===== src/rtl/uc_alu_pkg.sv =====
package uc_alu_pkg;
  localparam int OPW = 5;

  typedef enum logic [OPW-1:0] {
    OP_ADD  = 5'd0,  OP_ADDF = 5'd1,  OP_ADC  = 5'd2,  OP_ADCF = 5'd3,
    OP_SUB  = 5'd4,  OP_SUBF = 5'd5,  OP_SBC  = 5'd6,  OP_SBCF = 5'd7,
    OP_OR   = 5'd8,  OP_AND  = 5'd9,  OP_XOR  = 5'd10, OP_CLR  = 5'd11,
    OP_SHL  = 5'd12, OP_SHR  = 5'd13, OP_SAR  = 5'd14, OP_ROL  = 5'd15,
    OP_ROR  = 5'd16, OP_XSHR = 5'd17, OP_MRG  = 5'd18
  } alu_op_e;

  typedef enum logic [1:0] {U_ARITH, U_LOGIC, U_SHIFT, U_NONE} unit_e;

  function automatic unit_e unit_of(logic [OPW-1:0] op);
    if (op <= OP_SBCF)      return U_ARITH;
    else if (op <= OP_CLR)  return U_LOGIC;
    else if (op <= OP_MRG)  return U_SHIFT;
    else                    return U_NONE;
  endfunction

  function automatic logic writes_flag(logic [OPW-1:0] op);
    return (op <= OP_SBCF) && op[0];
  endfunction
endpackage


===== src/rtl/uc_alu_arith.sv =====
module uc_alu_arith
  import uc_alu_pkg::*;
#(
  parameter int W = 16
) (
  input  logic           clk,
  input  logic           rst_n,
  input  logic [OPW-1:0] op,
  input  logic [W-1:0]   a,
  input  logic [W-1:0]   b,
  input  logic           cin,
  output logic [W-1:0]   sum,
  output logic           cout
);
  function automatic logic [W:0] add_core(logic [W-1:0] x, logic [W-1:0] y, logic ci);
    return {1'b0, x} + {1'b0, y} + {{W{1'b0}}, ci};
  endfunction

  logic           is_sub;
  logic           use_c;
  logic [W-1:0]   b_eff;
  logic           c_eff;
  logic [W:0]     full;

  always_comb begin
    is_sub = op[2];
    use_c  = op[1];
    b_eff  = is_sub ? ~b : b;
    c_eff  = use_c ? cin : is_sub;
    full   = add_core(a, b_eff, c_eff);
    sum    = full[W-1:0];
    cout   = full[W];
  end

  // Equal operands on plain subtract: zero result, no borrow
  p_sub_equal_r3: assert property (@(posedge clk) disable iff (!rst_n)
    ((op == OP_SUB || op == OP_SUBF) && a == b) |-> (sum == '0 && cout));

  // Adding zero without carry-in never produces a carry
  p_add_zero_r2: assert property (@(posedge clk) disable iff (!rst_n)
    ((op == OP_ADD || op == OP_ADDF) && b == '0) |-> (sum == a && !cout));
endmodule


===== src/rtl/uc_alu_logic.sv =====
module uc_alu_logic
  import uc_alu_pkg::*;
#(
  parameter int W = 16
) (
  input  logic           clk,
  input  logic           rst_n,
  input  logic [OPW-1:0] op,
  input  logic [W-1:0]   a,
  input  logic [W-1:0]   b,
  output logic [W-1:0]   res
);
  always_comb begin
    unique case (op)
      OP_OR:   res = a | b;
      OP_AND:  res = a & b;
      OP_XOR:  res = a ^ b;
      OP_CLR:  res = a & ~b;
      default: res = '0;
    endcase
  end

  // Bit clear never leaves a bit set where B is set
  p_clr_disjoint_r6: assert property (@(posedge clk) disable iff (!rst_n)
    (op == OP_CLR) |-> ((res & b) == '0));

  // OR keeps every bit of A
  p_or_covers_r6: assert property (@(posedge clk) disable iff (!rst_n)
    (op == OP_OR) |-> ((res & a) == a));
endmodule


===== src/rtl/uc_alu_shift.sv =====
module uc_alu_shift
  import uc_alu_pkg::*;
#(
  parameter int W = 16,
  localparam int SHW = $clog2(W)
) (
  input  logic           clk,
  input  logic           rst_n,
  input  logic [OPW-1:0] op,
  input  logic [W-1:0]   a,
  input  logic [W-1:0]   b,
  input  logic [SHW-1:0] imm_sh,
  input  logic [SHW-1:0] imm_len,
  output logic [W-1:0]   res
);
  function automatic logic [W-1:0] rotl(logic [W-1:0] x, logic [SHW-1:0] n);
    logic [2*W-1:0] dbl;
    dbl = {x, x} << n;
    return dbl[2*W-1:W];
  endfunction

  function automatic logic [W-1:0] rotr(logic [W-1:0] x, logic [SHW-1:0] n);
    logic [2*W-1:0] dbl;
    dbl = {x, x} >> n;
    return dbl[W-1:0];
  endfunction

  function automatic logic [W-1:0] low_ones(logic [SHW-1:0] len);
    return {W{1'b1}} >> (SHW'(W - 1) - len);
  endfunction

  logic [SHW-1:0]  amt;
  logic [2*W-1:0]  pair_sh;
  logic [W-1:0]    fld_mask;
  logic [W-1:0]    mrg_mask;

  assign amt      = b[SHW-1:0];
  assign pair_sh  = {b, a} >> imm_sh;
  assign fld_mask = low_ones(imm_len);
  assign mrg_mask = fld_mask << imm_sh;

  always_comb begin
    unique case (op)
      OP_SHL:  res = a << amt;
      OP_SHR:  res = a >> amt;
      OP_SAR:  res = W'($signed(a) >>> amt);
      OP_ROL:  res = rotl(a, amt);
      OP_ROR:  res = rotr(a, amt);
      OP_XSHR: res = pair_sh[W-1:0] & fld_mask;
      OP_MRG:  res = (rotl(a, imm_sh) & mrg_mask) | (b & ~mrg_mask);
      default: res = '0;
    endcase
  end

  // Rotates preserve the population count
  p_rot_pop_r9: assert property (@(posedge clk) disable iff (!rst_n)
    (op == OP_ROL || op == OP_ROR) |-> ($countones(res) == $countones(a)));

  // Arithmetic shift keeps the sign bit
  p_sar_sign_r8: assert property (@(posedge clk) disable iff (!rst_n)
    (op == OP_SAR) |-> (res[W-1] == a[W-1]));

  // Extracted field has nothing above bit len
  p_xshr_field_r10: assert property (@(posedge clk) disable iff (!rst_n)
    (op == OP_XSHR) |-> (((res >> imm_len) >> 1) == '0));

  // Merge leaves B intact below the shift point
  p_mrg_low_r11: assert property (@(posedge clk) disable iff (!rst_n)
    (op == OP_MRG) |-> (((res ^ b) & ~({W{1'b1}} << imm_sh)) == '0));
endmodule


===== src/rtl/uc_alu.sv =====
module uc_alu
  import uc_alu_pkg::*;
#(
  parameter int W = 16,
  localparam int SHW = $clog2(W)
) (
  input  logic           clk,
  input  logic           rst_n,
  input  logic           en_i,
  input  logic [4:0]     op_i,
  input  logic [W-1:0]   a_i,
  input  logic [W-1:0]   b_i,
  input  logic [SHW-1:0] sh_i,
  input  logic [SHW-1:0] len_i,
  output logic [W-1:0]   res_o,
  output logic           carry_o
);
  logic [W-1:0] arith_res;
  logic         arith_cout;
  logic [W-1:0] logic_res;
  logic [W-1:0] shift_res;
  logic         carry_q;
  logic         flag_wr;
  unit_e        unit_sel;

  uc_alu_arith #(.W(W)) u_arith (
    .clk(clk), .rst_n(rst_n), .op(op_i), .a(a_i), .b(b_i),
    .cin(carry_q), .sum(arith_res), .cout(arith_cout)
  );

  uc_alu_logic #(.W(W)) u_logic (
    .clk(clk), .rst_n(rst_n), .op(op_i), .a(a_i), .b(b_i), .res(logic_res)
  );

  uc_alu_shift #(.W(W)) u_shift (
    .clk(clk), .rst_n(rst_n), .op(op_i), .a(a_i), .b(b_i),
    .imm_sh(sh_i), .imm_len(len_i), .res(shift_res)
  );

  assign unit_sel = unit_of(op_i);
  assign flag_wr  = en_i && writes_flag(op_i);

  always_comb begin
    unique case (unit_sel)
      U_ARITH: res_o = arith_res;
      U_LOGIC: res_o = logic_res;
      U_SHIFT: res_o = shift_res;
      default: res_o = '0;
    endcase
  end

  always_ff @(posedge clk or negedge rst_n) begin
    if (!rst_n)       carry_q <= 1'b0;
    else if (flag_wr) carry_q <= arith_cout;
  end

  assign carry_o = carry_q;

  // Flag-writing issue loads the adder carry out
  p_carry_load_r4: assert property (@(posedge clk) disable iff (!rst_n)
    (en_i && op_i <= 5'd7 && op_i[0]) |=> (carry_o == $past(arith_cout)));

  // Any other cycle leaves the flag alone
  p_carry_hold_r5: assert property (@(posedge clk) disable iff (!rst_n)
    !(en_i && op_i <= 5'd7 && op_i[0]) |=> $stable(carry_o));

  // Unassigned codes yield zero
  p_undef_zero_r12: assert property (@(posedge clk) disable iff (!rst_n)
    (op_i > 5'd18) |-> (res_o == '0));
endmodule


===== config.mk =====
export PLATFORM = sky130hd
export DESIGN_NAME = uc_alu
export DESIGN_NICKNAME = d
export VERILOG_FILES = /design/src/rtl/uc_alu_pkg.sv /design/src/rtl/uc_alu_arith.sv /design/src/rtl/uc_alu_logic.sv /design/src/rtl/uc_alu_shift.sv /design/src/rtl/uc_alu.sv
export SDC_FILE = /design/constraint.sdc
export NUM_CORES = 1
export LEC_CHECK = 0
export ABC_AREA = 0
export BUFFER_PORTS_ARGS = -buffer_cell sky130_fd_sc_hd__clkbuf_2
export CAP_MARGIN = 20
export CORE_MARGIN = 8
export CORE_UTILIZATION = 45
export DETAILED_ROUTE_END_ITERATION = 7
export SLEW_MARGIN = 20
export SYNTH_ARGS = -nofsm -noshare
export SYNTH_HDL_FRONTEND = slang
export SYNTH_HIERARCHICAL = 1
export SYNTH_SLANG_ARGS = --single-unit
export TNS_END_PERCENT = 100

===== constraint.sdc =====
create_clock -name clk -period 5 [get_ports clk]
set_input_delay 1 -clock clk [delete_from_list [all_inputs] [get_ports clk]]
set_output_delay 1 -clock clk [all_outputs]
set_load 0.02 [all_outputs]

Yosys cells after proc, flatten, opt, wreduce, memory -nomap -nowiden
Cells that the tools add are included.

word-level totals
  register bits = 1
  input bits = 48
  output and inout port bits = 17
  word-level logic and storage cells = 50

cells by class
  add/subtract/negate cells = 3
  magnitude comparators = 3
  equal/unequal tests = 13
  shifts and indexed selects = 9
  multiplexer cells = 8
  bitwise gates (word level) = 10
  reduce and logical (&&, ||, !) cells = 3

operator list
  kind                                                 number
  one-hot mux 16 bit (7 select lines)                  1
  AND 16 bit                                           5
  one-hot mux 16 bit (4 select lines)                  1
  << shifter 32 x 4 -> 32 bit                          2
  right shift 32 x 4 -> 16 bit                         2
  one-hot mux 16 bit (3 select lines)                  1
  == test 5 x 4 -> 1 bit, second input constant        8
  inverter 16 bit                                      2
  bitwise OR 16 bit                                    2
  << shifter 16 x 4 -> 16 bit                          2
  adder 16 x 16 -> 17 bit                              1
  adder 17 x 1 -> 17 bit                               1
  two-way mux 16 bit                                   1
  right shift 16 x 4 -> 16 bit                         1
  right shift 16 x 4 -> 16 bit, first input constant   1
  >>> shifter 16 x 4 -> 16 bit                         1
  bitwise XOR 16 bit                                   1
  == test 5 bit, second input constant                 3
  <= comparator 5 x 3 -> 1 bit, second input constant  1
  <= comparator 5 x 4 -> 1 bit, second input constant  1
  <= comparator 5 bit, second input constant           1
  two-way mux 2 bit                                    2
  subtractor 4 bit, first input constant               1
  == test 2 x 1 -> 1 bit, second input constant        1
  other kinds (4)                                      6

Logic depth before layout (Yosys ltp)
  depth in word-level cells = 8
  gate-level depth with buffers = 13
  depth with buffers taken out = 11

Hierarchy
Netlist, hierarchy kept.

by module, submodules not included
  module        instances  cells an instance  area each (µm²)  seq. area each (µm²)
  uc_alu_shift  1          764                6122.1           0.0
  uc_alu_arith  1          131                985.9            0.0
  uc_alu_logic  1          139                867.1            0.0
  uc_alu        1          47                 478.0            25.0

Worst setup path before layout
No wires, ideal clock.

  kind = in2out
  start = input op_i[2]
  end = output res_o[12]
  arrival time = 3.573 ns
  required time = 4.000 ns
  path slack = 0.427 ns
  cell stages on the path = 13
  buffers on the path = 2
  cells stage by stage = buf_2 > buf_2 > xor2_1 > fa_1 > inv_1 > fa_1 > nor2b_1 > o2111ai_1 > a21oi_1 > a311oi_2 > xnor2_1 > o22a_2 > o221a_2

between the ends
  elaborated cells between the ends (all ways) = 27
  those cells by class = 2 x add/sub; 3 x order compare; 13 x eq/ne; 8 x mux; 1 x reduce/logical

RTL lines
  element                                  line                RTL
  start: declaration                       uc_alu.sv:10        input logic [4:0] op_i,
  two-way mux 16 bit                       uc_alu_arith.sv:28  b_eff = is_sub ? ~b : b;
  adder 16 x 16 -> 17 bit                  uc_alu_arith.sv:16  return {1'b0, x} + {1'b0, y} + {{W{1'b0}}, ci};
  adder 17 x 1 -> 17 bit (*)               uc_alu_arith.sv:16
  named net arith_res[12]                  uc_alu.sv:18        logic [W-1:0] arith_res;
  one-hot mux 16 bit (3 select lines) (*)  uc_alu.sv:44        unique case (unit_sel)
  end: declaration                         uc_alu.sv:15        output logic [W-1:0] res_o,

The timed path passes the listed nets; every way through them passes the cells marked *.

Worst setup path after layout
  start = input b_i[2]
  end = output res_o[6]

between the ends
  elaborated cells between the ends (all ways) = 13
  those cells by class = 2 x add/sub; 6 x shift; 3 x mux; 2 x bitwise

RTL lines
  element                                  line                RTL
  start: declaration                       uc_alu.sv:12        input logic [W-1:0] b_i,
  right shift 32 x 4 -> 16 bit             uc_alu_shift.sv:38  assign pair_sh = {b, a} >> imm_sh;
  AND 16 bit                               uc_alu_shift.sv:49  OP_XSHR: res = pair_sh[W-1:0] & fld_mask;
  one-hot mux 16 bit (7 select lines) (*)  uc_alu_shift.sv:43  unique case (op)
  named net shift_res[6]                   uc_alu.sv:21        logic [W-1:0] shift_res;
  one-hot mux 16 bit (3 select lines) (*)  uc_alu.sv:44

Marked as above.

==> impl_results.html <==
<table>
<tr><th>Metric</th><th>Value</th></tr>
<tr><th colspan="2">Timing</th></tr>
<tr><td>Final setup viols</td><td>0</td></tr>
<tr><td>Period utilisation layout</td><td>97.6%</td></tr>
<tr><td>Hold_ws</td><td>534 ps</td></tr>
<tr><td>Worst max-slew margin expressed relative to the limit</td><td>26.7%</td></tr>
<tr><td>Tightest Pin Transition</td><td>1070 ps</td></tr>
<tr><td>Unrepaired setup endpoints after global routing</td><td>false</td></tr>
<tr><td>Tmin final</td><td>4880 ps</td></tr>
<tr><td>Final-report hold violation count</td><td>0</td></tr>
<tr><td>Setup Skew</td><td>0 ps</td></tr>
<tr><td>Number of pins exceeding their max-slew limit in the final report</td><td>0</td></tr>
<tr><td>Maximum operating frequency</td><td>0.205 GHz</td></tr>
<tr><td>Fin Setup TNS</td><td>0 ps</td></tr>
<tr><th colspan="2">Synth</th></tr>
<tr><td>Sequential element share of the synthesized area</td><td>0.296%</td></tr>
<tr><td>Post-synthesis adder-cell area fraction</td><td>5.18%</td></tr>
<tr><td>Mapped Avg Cell Area</td><td>7.82 um^2</td></tr>
<tr><td>Dominant register cell in the synthesized netlist</td><td>dfrtp_1</td></tr>
<tr><td>Number of enable flip-flop cells after synthesis</td><td>0</td></tr>
<tr><td>Synthesized-area fraction occupied by ao, oa, aoi and oai cells</td><td>28.9%</td></tr>
<tr><td>Post-synth ARST share</td><td>100%</td></tr>
<tr><td>Synth warnings</td><td>6</td></tr>
<tr><td>Syn Nets</td><td>1162</td></tr>
<tr><td>Post-synthesis sequential element count</td><td>1</td></tr>
<tr><td>Count of distinct cell types in the synthesized netlist</td><td>95</td></tr>
<tr><td>Mapped Area</td><td>0.00845 mm^2</td></tr>
<tr><td>Share of synthesized area spent on multiplexers</td><td>31.3%</td></tr>
<tr><td>Dominant combinational cell family by area after synthesis</td><td>multiplexers</td></tr>
<tr><td>Simple logic cell fraction of the synthesized area</td><td>18.6%</td></tr>
<tr><td>Cells after synthesis</td><td>1081</td></tr>
<tr><td>XOR/XNOR share of the synthesized area</td><td>4.97%</td></tr>
<tr><th colspan="2">Setup path</th></tr>
<tr><td>Startpoint class of the critical path</td><td>primary input</td></tr>
<tr><td>Max stage delay on crit path</td><td>540 ps</td></tr>
<tr><td>Maximum fanout along the worst path</td><td>27</td></tr>
<tr><td>Cell Chain, Critical Path</td><td>buf_2 -&gt; buf_4 -&gt; mux4_2 -&gt; mux4_2 -&gt; nor3b_1 -&gt; a2111oi_2 -&gt; o211ai_1 -&gt; o221a_2 -&gt; clkbuf_2</td></tr>
<tr><td>Combined buffer and inverter count along the critical path</td><td>3</td></tr>
<tr><td>Cell class contributing the biggest share of worst-path delay</td><td>multiplexers</td></tr>
<tr><td>Most Frequent Cell on Critical Path</td><td>mux4_2</td></tr>
<tr><td>Worst path slowest cell</td><td>mux4_2</td></tr>
<tr><td>Arrival time at the worst endpoint</td><td>3880 ps</td></tr>
<tr><td>Setup slack of the most critical reg-to-reg path</td><td>2280 ps</td></tr>
<tr><td>Kind of critical path</td><td>primary input to primary output</td></tr>
<tr><td>Required time worst endpoint</td><td>4000 ps</td></tr>
<tr><td>Worst setup EP type</td><td>primary output</td></tr>
<tr><th colspan="2">Floorplanning</th></tr>
<tr><td>Initial cell density of the core</td><td>45.5%</td></tr>
<tr><td>Die area</td><td>0.0234 mm^2</td></tr>
<tr><td>Floorplan core area</td><td>0.0186 mm^2</td></tr>
<tr><td>Width of the die</td><td>153 um</td></tr>
<tr><td>DIE HEIGHT</td><td>153 um</td></tr>
<tr><td>Number of placement rows</td><td>50</td></tr>
<tr><td>Top-level port count</td><td>65</td></tr>
<tr><th colspan="2">Finish</th></tr>
<tr><td>Proportion of layout cells with a drive suffix above 1</td><td>29.9%</td></tr>
<tr><td>Synthesis-to-layout area growth</td><td>9.07%</td></tr>
<tr><td>Final-layout fill cell count</td><td>1832</td></tr>
<tr><td>Multi-input combinational cell area</td><td>0.00752 mm^2</td></tr>
<tr><td>Total area of sequential cells</td><td>25.0 um^2</td></tr>
<tr><td>Total number of nets in the final design</td><td>1195</td></tr>
<tr><td>Number of flip-flops under the largest register name</td><td>1</td></tr>
<tr><td>Most frequent cells in the layout</td><td>nor2_1, buf_4, mux4_2, a21oi_1, nand2_1</td></tr>
<tr><td>Antenna fix cells</td><td>0</td></tr>
<tr><td>Commonest non-fill, non-tap cell in the layout</td><td>nor2_1</td></tr>
<tr><th colspan="2">Clocking</th></tr>
<tr><td>Clock network latency to the later pin of the worst-skew pair</td><td>0 ps</td></tr>
<tr><td>Hold buffers post-CTS</td><td>0</td></tr>
<tr><td>Number of buffers inserted to repair setup after CTS</td><td>0</td></tr>
<tr><td>Post_cts resized</td><td>0</td></tr>
<tr><td>Clock input transition at the sequential cells of the worst setup and hold paths</td><td>0 ps</td></tr>
<tr><th colspan="2">Power</th></tr>
<tr><td>Static Leak</td><td>3.74 nW</td></tr>
<tr><td>Peak ir drop on the vdd network</td><td>0.129 mV</td></tr>
<tr><td>Total power per unit cell area</td><td>118 mW/mm^2</td></tr>
<tr><th colspan="2">Global route</th></tr>
<tr><td>Number of global-route vias before repair</td><td>9386</td></tr>
<tr><td>Wire length of the first global-routing pass</td><td>59.0 mm</td></tr>
<tr><td>Overall overflow remaining after global route</td><td>0</td></tr>
<tr><td>Pin count of the biggest net entering global routing</td><td>44</td></tr>
<tr><td>Gr usage total</td><td>31.9%</td></tr>
<tr><td>Initial antenna violation count</td><td>1</td></tr>
<tr><th colspan="2">Drt</th></tr>
<tr><td>First-pass iteration count of the detailed router</td><td>6</td></tr>
<tr><td>Average wire per cell in the routed design</td><td>29.0 um</td></tr>
<tr><td>DRT Wirelength</td><td>39.0 mm</td></tr>
<tr><td>Drt via density</td><td>7.31</td></tr>
<tr><td>Remaining antenna violation count</td><td>0</td></tr>
<tr><td>Detailed Route Iter0 Violations</td><td>1276</td></tr>
<tr><td>Count of unresolved DRC violations after routing</td><td>0</td></tr>
<tr><td>Vias post-DR</td><td>9833</td></tr>
<tr><th colspan="2">Job</th></tr>
<tr><td>Max-cap violations</td><td>0</td></tr>
<tr><th colspan="2">Placed design</th></tr>
<tr><td>Routability cong.</td><td>1.05</td></tr>
<tr><td>Half-perimeter wire length after detailed placement</td><td>29.3 mm</td></tr>
<tr><td>Count of buffers inserted at the top-level ports</td><td>64</td></tr>
<tr><th colspan="2">Outcome</th></tr>
<tr><td>Status</td><td>completed</td></tr>
<tr><th colspan="2">Hold path</th></tr>
<tr><td>Hold Crit Class</td><td>register to register</td></tr>
</table>
==> kinds of logic (layout without fill, tap and decap cells) <==
kind of cell	Yosys count	count (layout)
adders and majority gates	34	34
muxes	164	164
buffers and inverters	186	217
xor gates and xnor gates	48	48
DFF	1	1
AOI/OAI and AO/OA	330	330
and+or+nand+nor	318	318
==> cells in the mapped netlist, types with 7 or more instances <==
cell       number  share of area [%]
o22a_1         12                1.2
a21o_1          9               0.80
ha_1           31                4.6
buf_6          11                1.5
a22oi_1         7               0.62
o22ai_1         8               0.59
mux2i_1        53                6.3
nand4_1        14                1.0
buf_4          15                1.3
nor2b_1         7               0.52
a31oi_1        13               0.96
mux2_2         34                4.5
o211ai_1       13                1.2
nor2_1        104                4.6
buf_2          49                2.9
xnor2_1        10                1.0
o221a_2        15                2.0
xor2_1         38                3.9
o21ai_0        44                2.6
and3_1         11               0.81
mux4_2         77                 21
nand3_1        32                1.9
o32ai_1         7               0.73
nand2_1        66                2.9
o22a_2          7               0.83
nor3_1         22                1.3
and2_1          9               0.67
a2111oi_0       7               0.73
a21oi_1        68                4.0
nor4_1         10               0.74
nand2b_1       10               0.74
inv_1          51                2.3
a211oi_1       22                2.0
clkbuf_1       51                2.3
o21ai_2        11                1.1
==> through the flow <==
step                      area (um^2)  setup slack, ps  power [mW]  cells  util [%]
final                            9220              119        1.08   1346      49.6
after global routing             9220             74.6        1.15   1346      49.6
after CTS                        9220              171        1.06   1346      49.6
after detailed placement         9220              171        1.05   1346      49.6
after global placement           9220              198        1.05   1346      49.6
after floorplan                  8450              427       0.741   1081         -
==> routing by layer <==
metal	global-route usage [%]	share of wire, %	up-vias
li1	-	-	4267
met1	43.9	40	4719
met2	48.4	44	719
met3	5.92	11	126
met4	12.5	4.4	2
met5	0	0.026	-
==> area by class of cell <==
class	count	share of cell area, %
inverter	54	2.20
multi-input combinational	894	81.5
sequential	1	0.271
tap	234	3.18
timing repair buffer	163	12.8
==> final timing paths <==
check,depth (start not counted),to,start
hold reg to reg,1,carry_o$_DFFE_PN0P_,carry_o$_DFFE_PN0P_
min in group asynchronous,1,carry_o$_DFFE_PN0P_,rst_n
setup / recovery,9,res_o[6],b_i[2]
hold / removal,1,carry_o$_DFFE_PN0P_,carry_o$_DFFE_PN0P_
setup reg to reg,10,carry_o$_DFFE_PN0P_,carry_o$_DFFE_PN0P_
max in group asynchronous,1,carry_o$_DFFE_PN0P_,rst_n
==> where the power goes <==
group	switching (mW)	internal [mW]	total [mW]
logic	0.631	0.440	1.07
clock network	0	0	0
registers	0.00183	0.0109	0.0127
==> worst register-to-register path, delay by kind of cell, from the launching register on <==
family                     cells  cell delay [ps]
DFF                            1              370
adders and majority gates      2              640
AOI/OAI and AO/OA              4              840
buffers and inverters          1              100
and+or+nand+nor                1               80
muxes                          2              580
(Power assumes the default switching activity.)
